===== src/rtl/gpio_bank.sv =====
module gpio_bank #(
  parameter int         PORT_W    = 8,
  parameter logic [7:0] BASE_ADDR = 8'h12,
  parameter bit         PULL_HIGH = 1'b1
) (
  input  logic                  clk,
  input  logic                  rst_n,
  input  logic                  wr_en,
  input  logic                  rd_en,
  input  logic [7:0]            addr,
  input  logic [7:0]            wdata,
  output logic [7:0]            rdata,
  input  logic [5*PORT_W-1:0]   pad_in,
  output logic [5*PORT_W-1:0]   pad_out,
  output logic [5*PORT_W-1:0]   pad_oe,
  output logic                  wake_req,
  output logic                  ext_irq
);
  localparam int NPORTS = 5;
  localparam int NPINS  = NPORTS * PORT_W;
  localparam logic [7:0] SNAP_ADDR = 8'(BASE_ADDR + 2 * NPORTS);
  localparam int PIN_OD0 = 2 * PORT_W;
  localparam int PIN_IRQ = 2 * PORT_W + 2;
  localparam int PIN_POL = 4 * PORT_W;

  function automatic logic [NPINS-1:0] mask_range(input int lo, input int hi);
    logic [NPINS-1:0] m;
    m = '0;
    for (int i = lo; i <= hi; i++) m[i] = 1'b1;
    return m;
  endfunction

  localparam logic [NPINS-1:0] OUT_ONLY = mask_range(4*PORT_W+2, 4*PORT_W+4);
  localparam logic [NPINS-1:0] OPEN_DR  = mask_range(PIN_OD0, PIN_OD0+1);
  localparam logic [NPINS-1:0] WAKE_EN  = mask_range(0, PORT_W-1) | mask_range(2*PORT_W, 2*PORT_W+3);
  localparam logic [NPINS-1:0] IDLE_LVL = {NPINS{PULL_HIGH}};

  logic [NPINS-1:0] latch_q, ctrl_q;
  logic [NPINS-1:0] sync1_q, sync2_q, snap_q;
  logic             irq_prev_q;
  logic [NPINS-1:0] rd_view, as_output;

  always_ff @(posedge clk or negedge rst_n) begin
    if (!rst_n) begin
      latch_q <= '1;
      ctrl_q  <= '1;
    end else if (wr_en) begin
      for (int p = 0; p < NPORTS; p++) begin
        if (addr == 8'(BASE_ADDR + 2*p))     latch_q[p*PORT_W +: PORT_W] <= wdata[PORT_W-1:0];
        if (addr == 8'(BASE_ADDR + 2*p + 1)) ctrl_q[p*PORT_W +: PORT_W]  <= wdata[PORT_W-1:0];
      end
    end
  end

  always_ff @(posedge clk or negedge rst_n) begin
    if (!rst_n) begin
      sync1_q    <= IDLE_LVL;
      sync2_q    <= IDLE_LVL;
      snap_q     <= IDLE_LVL;
      irq_prev_q <= PULL_HIGH;
    end else begin
      sync1_q    <= pad_in;
      sync2_q    <= sync1_q;
      irq_prev_q <= sync2_q[PIN_IRQ];
      if (wr_en && addr == SNAP_ADDR) snap_q <= sync2_q;
    end
  end

  assign as_output = ~ctrl_q | OUT_ONLY;
  assign rd_view   = (as_output & latch_q) | (~as_output & sync2_q);

  genvar g;
  generate
    for (g = 0; g < NPINS; g++) begin : g_pin
      if (OPEN_DR[g]) begin : g_od
        assign pad_out[g] = 1'b0;
        assign pad_oe[g]  = ~ctrl_q[g] & ~latch_q[g];
      end else begin : g_pp
        assign pad_out[g] = latch_q[g];
        assign pad_oe[g]  = as_output[g];
      end
    end
  endgenerate

  always_comb begin
    rdata = '0;
    if (rd_en) begin
      for (int p = 0; p < NPORTS; p++) begin
        if (addr == 8'(BASE_ADDR + 2*p))     rdata = 8'(rd_view[p*PORT_W +: PORT_W]);
        if (addr == 8'(BASE_ADDR + 2*p + 1)) rdata = 8'(ctrl_q[p*PORT_W +: PORT_W]);
      end
    end
  end

  assign wake_req = |((sync2_q ^ snap_q) & WAKE_EN);

  assign ext_irq = latch_q[PIN_POL] ?  (sync2_q[PIN_IRQ] & ~irq_prev_q)
                                    :  (~sync2_q[PIN_IRQ] & irq_prev_q);
endmodule


===== config.mk =====
export PLATFORM = sky130hd
export DESIGN_NAME = gpio_bank
export DESIGN_NICKNAME = d
export VERILOG_FILES = /design/src/rtl/gpio_bank.sv
export SDC_FILE = /design/constraint.sdc
export NUM_CORES = 1
export LEC_CHECK = 0
export ABC_AREA = 1
export BUFFER_PORTS_ARGS = -buffer_cell sky130_fd_sc_hd__buf_2
export CAP_MARGIN = 20
export CORE_ASPECT_RATIO = 0.6
export CORE_MARGIN = 4
export CORE_UTILIZATION = 40
export DETAILED_ROUTE_END_ITERATION = 16
export GPL_ROUTABILITY_DRIVEN = 0
export SYNTH_ARGS = -nofsm -noshare
export SYNTH_HDL_FRONTEND = slang
export SYNTH_SLANG_ARGS = --single-unit

===== constraint.sdc =====
create_clock -name clk -period 2.4 [get_ports clk]
set_input_delay 0.48 -clock clk [delete_from_list [all_inputs] [get_ports clk]]
set_output_delay 0.48 -clock clk [all_outputs]
set_load 0.1 [all_outputs]

**Word level (Yosys, flattened, before mapping)**

Cells that the tools add are included.
Widths: inputs -> output; s select.

- Equal/unequal tests: 11
- Mux-type cells: 12
- Bitwise gates (word level): 16
- Reductions and logical operators: 12

Operator list:

| cell | count |
|---|---|
| $eq 8x5->1 const B | 11 |
| $mux 8 | 11 |
| $and 40x40->40 | 2 |
| $not 40->40 | 2 |
| $or 40x40->40 | 1 |
| $reduce_and 2->1 | 10 |
| $xor 20x20->20 | 1 |
| $reduce_or 12->1 | 1 |
| $not 1->1 | 6 |
| $and 1x1->1 | 4 |
| $logic_and 1x1->1 | 1 |
| $mux 1 | 1 |

- Bits in registers: 181
- Input bits: 60
- Output and inout bits: 90
- Logic and storage cells: 65

**Longest topological paths before layout**

Gate-level depths: netlist of run 1.

- Depth after elaboration: 15
- Mapped depth: 14
- Gate-level depth less buffers: 14

**Worst setup path before layout of run 1**

No wires, ideal clock.

- Path type: register -> output
- Start: register ctrl_q[0]
- End: output rdata[0]
- Data arrival time: 2.975 ns
- Required time: 1.920 ns
- Setup slack: -1.055 ns
- Cell stages (with the launch flop): 12
- Buffers on the path: 0
- Path through: dfstp_2 -> inv_1 -> nand2_1 -> nand2_1 -> nand3_1 -> nand2_1 -> nand2_1 -> nand2_1 -> nand2_1 -> nand4_1 -> nand2_1 -> a21oi_1

- Cells in the longest elaborated chain, start to end: 15
- Elaborated cells on any way between the ends: 16
- Those cells by class: mux (11); bitwise (5)

RTL lines:

| item | line | text |
|---|---|---|
| start, declared | 38 | `logic [NPINS-1:0] latch_q, ctrl_q;` |
| start signal, assigned by index | 50 | `if (addr == 8'(BASE_ADDR + 2*p + 1)) ctrl_q[p*PORT_W +: PORT_W] <= wdata[PORT_W-1:0];` |
| $not 40->40 * | 69 | `assign as_output = ~ctrl_q \| OUT_ONLY;` |
| via pad_oe[0] | 15 | `output logic [5*PORT_W-1:0] pad_oe,` |
| $not 40->40 | 70 | `assign rd_view = (as_output & latch_q) \| (~as_output & sync2_q);` |
| $and 40x40->40 | 70 |  |
| $or 40x40->40 * | 70 |  |
| $mux 8 * | 89 | `if (addr == 8'(BASE_ADDR + 2*p)) rdata = 8'(rd_view[p*PORT_W +: PORT_W]);` |
| $mux 8 * | 90 | `if (addr == 8'(BASE_ADDR + 2*p + 1)) rdata = 8'(ctrl_q[p*PORT_W +: PORT_W]);` |
| $mux 8 * | 89 |  |
| $mux 8 * | 90 |  |
| $mux 8 * | 89 |  |
| $mux 8 * | 90 |  |
| $mux 8 * | 89 |  |
| $mux 8 * | 90 |  |
| $mux 8 * | 89 |  |
| $mux 8 * | 90 |  |
| $mux 8 * | 87 | `if (rd_en) begin` |
| end, declared | 12 | `output logic [7:0] rdata,` |

Mark *: on every way through the listed nets, which the timed path passes. The rest lies on a longest branch.

**Final worst setup path of run 1**

- Start: input addr[7]
- End: output rdata[0]

- Cells in the longest elaborated chain, start to end: 12
- Elaborated cells on any way between the ends: 21
- Those cells by class: eq/ne (10); mux (11)

RTL lines:

| item | line | text |
|---|---|---|
| start, declared | 10 | `input logic [7:0] addr,` |
| $eq 8x5->1 | 89 |  |
| $mux 8 | 89 |  |
| $mux 8 | 90 |  |
| $mux 8 | 89 |  |
| $mux 8 | 90 |  |
| $mux 8 | 89 |  |
| $mux 8 | 90 |  |
| $mux 8 | 89 |  |
| $mux 8 | 90 |  |
| $mux 8 | 89 |  |
| $mux 8 * | 90 |  |
| $mux 8 * | 87 |  |

Mark *: on every way between the ends. The rest lies on a longest branch, timed or not.

==> qor.yml, run 1 <==
cp-end-kind: "output pin"
nets: 1004
maxClockFrequency_ghz: 0.393
fin_util_pct: 52.9
violations: "setup timing"
grt_max_degree: 56
synth_edf_count: 0
rows: 38
required_ps: 1920
cts_buffer_depth: 2
insertion_delay_ps: 430
drive_above_1_share_pct: 55.0
rsz0062_at_grt: "true"
period_minus_slack_ps: 2540
p_leak_nw: 4.12
cp.arrival_ps: 2060
clk_pin_slew_ps: 70
fin_hold_ws_ps: 137
power_density_nw_per_um2: 738
synth_cells: 777
dr.first_iter.drc_count: 475
final_cell_mix: "nand2_1, dfstp_2, buf_2, o21ai_0, buf_4"
cts_tree: "yes"
grt_pass1_vias: 5379
drv_cap: 0
final_common_cell: "nand2_1"
grt_pass1_wl_um: 31400
critPathKind: "in -> out"
placedCellCount: 1143
synth_seq_area_share_pct: 59.1
coreArea_um2: 18100
grt.total_usage_pct: 19.8
cts.sinks: 167
hold_violations: 0
postSynthAreaPerCell_um2: 9.55
critPathMaxFanout: 8
drc_errors: 0
ant_nets: 0
area_growth_pct: 29.1
pin_count: 150
relSlewSlack_pct: 59.2
grt_overflow: 0
drv_slew: 0
fillers: 1646
status: "finished with violations"
hp-class: "in -> reg"
io_buffers: 141
dieArea_um2: 20900
diodes: 0
peakVddDrop_uv: 487
synth_warnings: 0
syn_area_um2: 7420
fp.dieH_um: 114
finalNonFillerCells: 1197
skew_ps: 6.45
setup_viol: 8
cts_buffers: 17
htree_levels: 4
antenna_found_initial: 0
dp_hpwl_um: 14600
finalCritPeriodShare_pct: 106
multi_input_area_um2: 2570
drt_pass1_iterations: 5
start_kind: "input port"
wirelength_um: 20400
viasPerCell: 4.75
ys.flop_type: "dfstp_2"
ys_types: 34
register_area_um2: 4390
async_flop_share_pct: 100
fin_ws_ps: -142
ys_seq_elements: 167
vias: 5688
die_w_um: 184
wl_per_cell_um: 17.1
cts_root_buf: "clkbuf_16"
tightest_slew_ps: 612
initial_utilization_pct: 41.0
[through the flow]
| step | TNS (ps) | total power (W) | worst slack [ps] | instance area, µm² |
|---|---|---|---|---|
| floorplan | -838 | 0.00394 | -170 | 7580 |
| detailed placement | -1690 | 0.00421 | -285 | 8630 |
| CTS | -1030 | 0.00712 | -168 | 9490 |
| global route | -1890 | 0.00731 | -286 | 9580 |
| finish | -949 | 0.00707 | -142 | 9580 |
| global placement | -1390 | 0.00420 | -213 | 8630 |
[critical path: stages]
cell     delay, ps
buf_2          110
inv_2           60
nand2_4         70
nor2_8         160
buf_12         140
nand2_1         70
inv_2          160
buf_4          140
nand2_1         60
nand4_1        120
nand2_2        110
a21oi_4        170
buf_12         190
[cell type report]
type	instances	share of cell area, %
multi-input cells	481	26.8
inverters	74	3.51
well taps	240	3.13
clock buffers	18	4.58
clock inverters	14	1.81
repair buffers	203	14.4
flip-flops and latches	167	45.8
[flip-flops by register name, indices dropped and copies added, names as in the netlist]
register / cells
latch_q: 40
sync2_q: 37
snap_q: 12
irq_prev_q: 1
sync1_q: 37
ctrl_q: 40
[cell usage after synthesis (all sizes together), types with 2 or more instances]
library cell / n / area [µm²]
nand4: 16 / 100
clkbuf: 5 / 18.8
o21ai: 101 / 566
buf: 53 / 388
a21oi: 22 / 110
nand3: 12 / 70.1
inv: 72 / 270
dfstp: 167 / 4390
nor3: 4 / 42.5
mux2: 4 / 45.0
nand2: 266 / 1030
o211ai: 12 / 90.1
or2: 5 / 31.3
conb: 2 / 7.51
xor2: 8 / 70.1
clkinv: 2 / 8.75
nor2: 22 / 150
[what timing repair did]
item	4_1_cts	5_1_grt
setup buffers	17	5
resized for setup	39	17
hold buffers	0	0
setup endpoints to repair	9	9
gates cloned	0	0
pin swaps	22	10
[metal layers]
metal	track usage, %	vias up	share of wire, %
met3	4.88	16	5.9
met1	32.2	2735	53
met4	4.43	0	0.89
met2	26.1	160	40
li1	-	2777	-
met5	0	-	0
[final timing paths]
check                      slack (ps)           to  depth (start not counted)         from
max in group asynchronous        1690   sync2_q[5]                          2        rst_n
min in group asynchronous         360   sync2_q[4]                          1        rst_n
max reg2reg                      1480   snap_q[18]                          2  sync2_q[18]
min reg2reg                       350  sync2_q[10]                          0  sync1_q[10]
max                              -140     rdata[0]                         13      addr[7]
min                               140  sync1_q[37]                          1   pad_in[37]
[power by group]
group	switching [W]	total [W]	internal, W
Combinational	0.000824	0.00104	0.000217
Sequential	0.0000967	0.00316	0.00307
Clock	0.00119	0.00286	0.00167
Total	0.00211	0.00707	0.00496
[logic make-up after synthesis]
family / share of synthesized area (%)
multiplexers: 0.607
AND/OR/NAND/NOR: 19.4
buffers and inverters: 9.24
other: 0.101
AO/OA/AOI/OAI: 10.4
flip-flops: 59.1
XOR/XNOR: 1.06
(Power assumes the default switching activity.)
==> run 2, diff against run 1 <==
--- a/config.mk
+++ b/config.mk
@@ -9,7 +9,6 @@
 export BUFFER_PORTS_ARGS = -buffer_cell sky130_fd_sc_hd__buf_2
 export CAP_MARGIN = 20
 export CORE_ASPECT_RATIO = 0.6
-export CORE_MARGIN = 4
 export CORE_UTILIZATION = 40
 export DETAILED_ROUTE_END_ITERATION = 16
 export GPL_ROUTABILITY_DRIVEN = 0
==> run 2 against run 1 <==
- the flow still finishes with violations (setup timing)
- non-clock buffer count up 3
- power up 2.2%
- critical path type is now reg -> out
- clock power increased by 5%
- count of clock-buffer cells in the layout grew 1
==> qor.yml, run 2 (same netlist as run 1, synthesis figures left out) <==
grt.total_usage_pct: 21.9
period_minus_slack_ps: 2590
hold_violations: 0
die_w_um: 178
area_growth_pct: 29.8
cpPeakStageDelay_ps: 570
use_met1_pct: 34.8
cts_buffer_depth: 2
crit_top_cell: "nand2_1"
violations: "setup timing"
grt_max_degree: 61
drc_errors: 0
placed_area_um2: 8600
vias: 5662
grt_pass1_wl_um: 30500
finalCritPeriodShare_pct: 108
path_depth: 12
worst-r2r-cell-count: 2
pin_count: 150
reg2reg_setup_slack_ps: 1490
p_leak_nw: 4.16
cts_root_buf: "clkbuf_16"
cpMaxStageDelayCell: "dfstp_2"
antenna_found_initial: 1
placedCellCount: 1139
setup_viol: 8
critPathKind: "reg -> out"
initial_utilization_pct: 41.0
finalNonFillerCells: 1200
fin_ws_ps: -193
cts_tree: "yes"
start_kind: "register"
finish.instance_area_um2: 9630
peakVddDrop_uv: 494
coreArea_um2: 18100
final_common_cell: "nand2_1"
met2_usage_pct: 28.5
rows: 38
r2r-start: "sync2_q[18]"
drt_pass1_iterations: 4
drive_above_1_share_pct: 55.0
fin_hold_ws_ps: 139
path_delay_family: "simple AND/OR/NAND/NOR gates"
cp-endpoint: "rdata[2]"
fp.dieH_um: 108
dp_hpwl_um: 14200
htree_levels: 4
grt_pass1_vias: 5291
worstSetupStartpoint: "ctrl_q[2]"
cts_buffers: 17
dr.first_iter.drc_count: 430
cp-end-kind: "output pin"
top_usage_layer: "met1"
skew_ps: 7.33
fillers: 1641
cp.arrival_ps: 2110
io_buffers: 141
critPathMaxFanout: 3
grt_overflow: 0
drv_cap: 0
hp-class: "in -> reg"
drv_slew: 0
hold_buffers: 0
insertion_delay_ps: 430
final_cell_mix: "nand2_1, dfstp_2, buf_2, buf_4, o21ai_0"
tightest_slew_ps: 603
power_density_nw_per_um2: 750
dieArea_um2: 19100
rr_endpoint: "snap_q[18]"
wirelength_um: 20000
path_cells: "clkinvlp_4 -> nand2_2 -> nand2_2 -> nand3_2 -> nand2_1 -> nand2_1 -> nand2_1 -> nand2_1 -> nand4_1 -> nand2_2 -> a21oi_4 -> buf_12"
viasPerCell: 4.72
relSlewSlack_pct: 59.7
gr-usage-met3_pct: 5.58
wl_per_cell_um: 16.6
clk_pin_slew_ps: 70
nets: 1007
maxClockFrequency_ghz: 0.386
top_regs: "ctrl_q: 40 flops, latch_q: 40 flops"
ant_nets: 0
required_ps: 1920
rsz0062_at_grt: "true"
pre_cts_slack_ps: -183
status: "finished with violations"
cp_num_buf_inv: 2
cts.sinks: 167
run 2: changes by cell type in the layout (fill, tap and decap cells not counted), sizes merged:
cell / previous run / this run
clkbuf: 18 / 19
diode: 0 / 1
clkinv: 5 / 6
clkinvlp: 18 / 16
bufinv: 3 / 5
inv: 62 / 59
buf: 203 / 206
run 2: layer usage:
metal	wire length [µm]	share of wire, %
met3	1250	6.2
met5	0	0
met4	200	1.0
met2	7890	40
met1	10600	53
run 2: power by group:
part | switching [W] | total [W] | internal, W
sequential | 0.0000994 | 0.00317 | 0.00307
clock | 0.00114 | 0.00301 | 0.00187
combinational | 0.000823 | 0.00105 | 0.000223
run 2: timing repair:
action | CTS | global route
setup endpoints to repair | 9 | 9
setup buffers | 20 | 9
pin swaps | 22 | 35
resized for setup | 19 | 38
run 2: layout make-up:
type                       instances  area (µm²)  share of cell area [%]
sequential                       167        4390                    45.5
clock buffer                      19         443                    4.60
antenna                            1        2.50                  0.0260
tap                              240         300                    3.12
multi-input combinational        481        2570                    26.7
inverter                          74         340                    3.53
clock inverter                    12         201                    2.09
timing repair buffer             206        1390                    14.4
run 2: stage by stage:
step	TNS (ps)	util [%]	total power [W]
2_1_floorplan	-838	-	0.00394
3_3_place_gp	-1070	47.5	0.00419
3_5_place_dp	-1160	47.5	0.00420
4_1_cts	-1160	52.1	0.00726
5_1_grt	-1970	53.2	0.00748
6_report	-1030	53.2	0.00723
run 2: worst min-delay path by stage:
stage | from | to | slack, ps | cells after the start
after floorplan | rst_n | ctrl_q[0] | 330 | 0
after global placement | sync1_q[7] | sync2_q[7] | 350 | 0
after detailed placement | sync1_q[17] | sync2_q[17] | 350 | 0
after CTS | pad_in[9] | sync1_q[9] | 130 | 1
after global routing | pad_in[9] | sync1_q[9] | 120 | 1
final | pad_in[37] | sync1_q[37] | 140 | 1
==> run 3, diff against run 2 <==
--- a/config.mk
+++ b/config.mk
@@ -12,6 +12,7 @@
 export CORE_UTILIZATION = 40
 export DETAILED_ROUTE_END_ITERATION = 16
 export GPL_ROUTABILITY_DRIVEN = 0
+export PLACE_DENSITY_LB_ADDON = 0.08
 export SYNTH_ARGS = -nofsm -noshare
 export SYNTH_HDL_FRONTEND = slang
 export SYNTH_SLANG_ARGS = --single-unit
==> run 3 against run 2 <==
- critical path type unchanged
- clock skew is 1.8 ps higher
- final cell count decreased by 0.17%
- critical path depth unchanged
- register-to-register slack about the same
- largest power group unchanged
- the run ends with DRC, setup timing left
- via count grew 1.8%
- highest routed layer unchanged
- setup slack improved by 5.5 ps
- routed wire length up 0.47%
==> qor.yml, run 3 (same netlist as run 1, synthesis figures left out) <==
die_w_um: 178
ant_nets: 0
wl_per_cell_um: 16.8
cp_num_buf_inv: 2
grt_max_degree: 55
grt_pass1_vias: 5742
met3_length_um: 1110
peakVddDrop_uv: 481
hp-start: "pad_in[12]"
reg2reg_setup_slack_ps: 1480
p_leak_nw: 4.12
clkPwrFrac_pct: 40.8
relSlewSlack_pct: 59.7
p_sw_share_pct: 28.7
final_common_cell: "nand2_1"
violations: "DRC, setup timing"
cts.sinks: 167
cts_root_buf: "clkbuf_16"
wirelength_um: 20100
coreArea_um2: 18100
cts_tree: "yes"
htree_levels: 4
drv_slew: 0
critPathKind: "reg -> out"
maxClockFrequency_ghz: 0.386
clk_pin_slew_ps: 70
met2_length_um: 8300
crit_top_cell: "nand2_1"
p_sw_w: 0.00204
path_cells: "clkinvlp_4 -> nand2_1 -> nand2_1 -> nand3_1 -> nand2_1 -> nand2_2 -> nand2_1 -> nand2_1 -> nand4_1 -> nand2_2 -> a21oi_4 -> buf_12"
hold_violations: 0
p_comb_share_pct: 14.5
top_regs: "ctrl_q: 40 flops, latch_q: 40 flops"
viasPerCell: 4.81
drc_errors: 1
dp_hpwl_um: 14600
area_growth_pct: 28.2
power_frac_seq_pct: 44.7
path_depth: 12
wl_met1_um: 10300
tightest_slew_ps: 604
grt_pass1_wl_um: 31700
diodes: 0
worst-r2r-cell-count: 2
grt.total_usage_pct: 22.7
insertion_delay_ps: 430
status: "finished with violations"
drive_above_1_share_pct: 54.0
power_density_nw_per_um2: 745
pin_count: 150
cts_buffer_depth: 2
finalCritPeriodShare_pct: 108
critPathMaxFanout: 3
rr_endpoint: "snap_q[16]"
top_layer: "met4"
fin_hold_ws_ps: 135
io_buffers: 141
cpMaxStageDelayCell: "dfstp_2"
required_ps: 1920
hp-class: "in -> reg"
rows: 38
antenna_found_initial: 0
path_delay_family: "simple AND/OR/NAND/NOR gates"
intPower_w: 0.00505
rsz0062_at_grt: "true"
setup_viol: 8
period_minus_slack_ps: 2590
cts_buffers: 17
fin_util_pct: 52.5
grt_overflow: 0
r2r-start: "sync2_q[16]"
hold_depth: 1
fin_ws_ps: -188
initial_utilization_pct: 41.0
start_kind: "register"
cp-end-kind: "output pin"
holdPathEnd: "sync1_q[12]"
drt_pass1_iterations: 11
drv_cap: 0
hold_buffers: 0
dr.first_iter.drc_count: 462
final_cell_mix: "nand2_1, dfstp_2, buf_2, buf_4, o21ai_0"
cpPeakStageDelay_ps: 570
skew_ps: 9.17
fp.dieH_um: 108
cp.arrival_ps: 2110
vias: 5766
nets: 1005
fillers: 1681
dieArea_um2: 19100
run 3: cell count changes in the layout (fill, tap and decap cells not counted), moves of 2 or more:
cell	change
buf_6	-2
nand2_1	+2
buf_4	+2
clkbuf_1	+2
inv_2	+3
nand3_1	+2
inv_4	-3
nand3_2	-2
run 3: worst reg2reg max path, cell delays in order, from the launching register on:
cell and delay [ps]:
dfstp_2 510, inv_1 90, o21ai_0 230
run 3: cell type report:
| class | instances | area [µm²] | area share [%] |
|---|---|---|---|
| clock inverters | 11 | 174 | 1.83 |
| inverters | 74 | 334 | 3.51 |
| flip-flops and latches | 167 | 4390 | 46.1 |
| clock buffers | 21 | 450 | 4.73 |
| repair buffers | 204 | 1340 | 14.1 |
| well taps | 240 | 300 | 3.16 |
| multi-input cells | 481 | 2520 | 26.5 |
run 3: routing by layer:
| metal | vias up | track usage, % |
|---|---|---|
| met3 | 21 | 6.00 |
| li1 | 2783 | - |
| met2 | 181 | 31.9 |
| met5 | - | 0 |
| met1 | 2781 | 33.5 |
| met4 | 0 | 7.81 |
run 3: worst max-delay path by stage:
stage          startpoint       end
2_1_floorplan   ctrl_q[5]  rdata[5]
3_3_place_gp      addr[6]  rdata[5]
3_5_place_dp      addr[6]  rdata[5]
4_1_cts         ctrl_q[5]  rdata[5]
5_1_grt         ctrl_q[4]  rdata[4]
6_report        ctrl_q[6]  rdata[6]
run 3: repair_timing:
action | in CTS | in global routing
hold endpoints to repair | 0 | 0
resized for setup | 29 | 11
pin swaps | 17 | 18
endpoints found under the setup margin | 9 | 9
setup buffers | 20 | 3
run 3: through the flow:
stage	cell area [µm²]	instances	worst slack [ps]	power (W)	setup TNS (ps)
after floorplan	7580	780	-170	0.00394	-838
after global placement	8620	1143	-196	0.00419	-1060
after detailed placement	8620	1143	-222	0.00420	-1370
after CTS	9460	1195	-238	0.00715	-1380
after global routing	9520	1198	-309	0.00735	-2180
final	9520	1198	-188	0.00709	-1140
run 3: power by group through the flow:
stage | Combinational, W | Clock (W) | Sequential [W]
after floorplan | 0.000773 | 0 | 0.00317
after global placement | 0.000990 | 0 | 0.00320
after detailed placement | 0.00100 | 0 | 0.00320
after CTS | 0.00103 | 0.00296 | 0.00317
after global routing | 0.00109 | 0.00308 | 0.00318
final | 0.00103 | 0.00289 | 0.00317
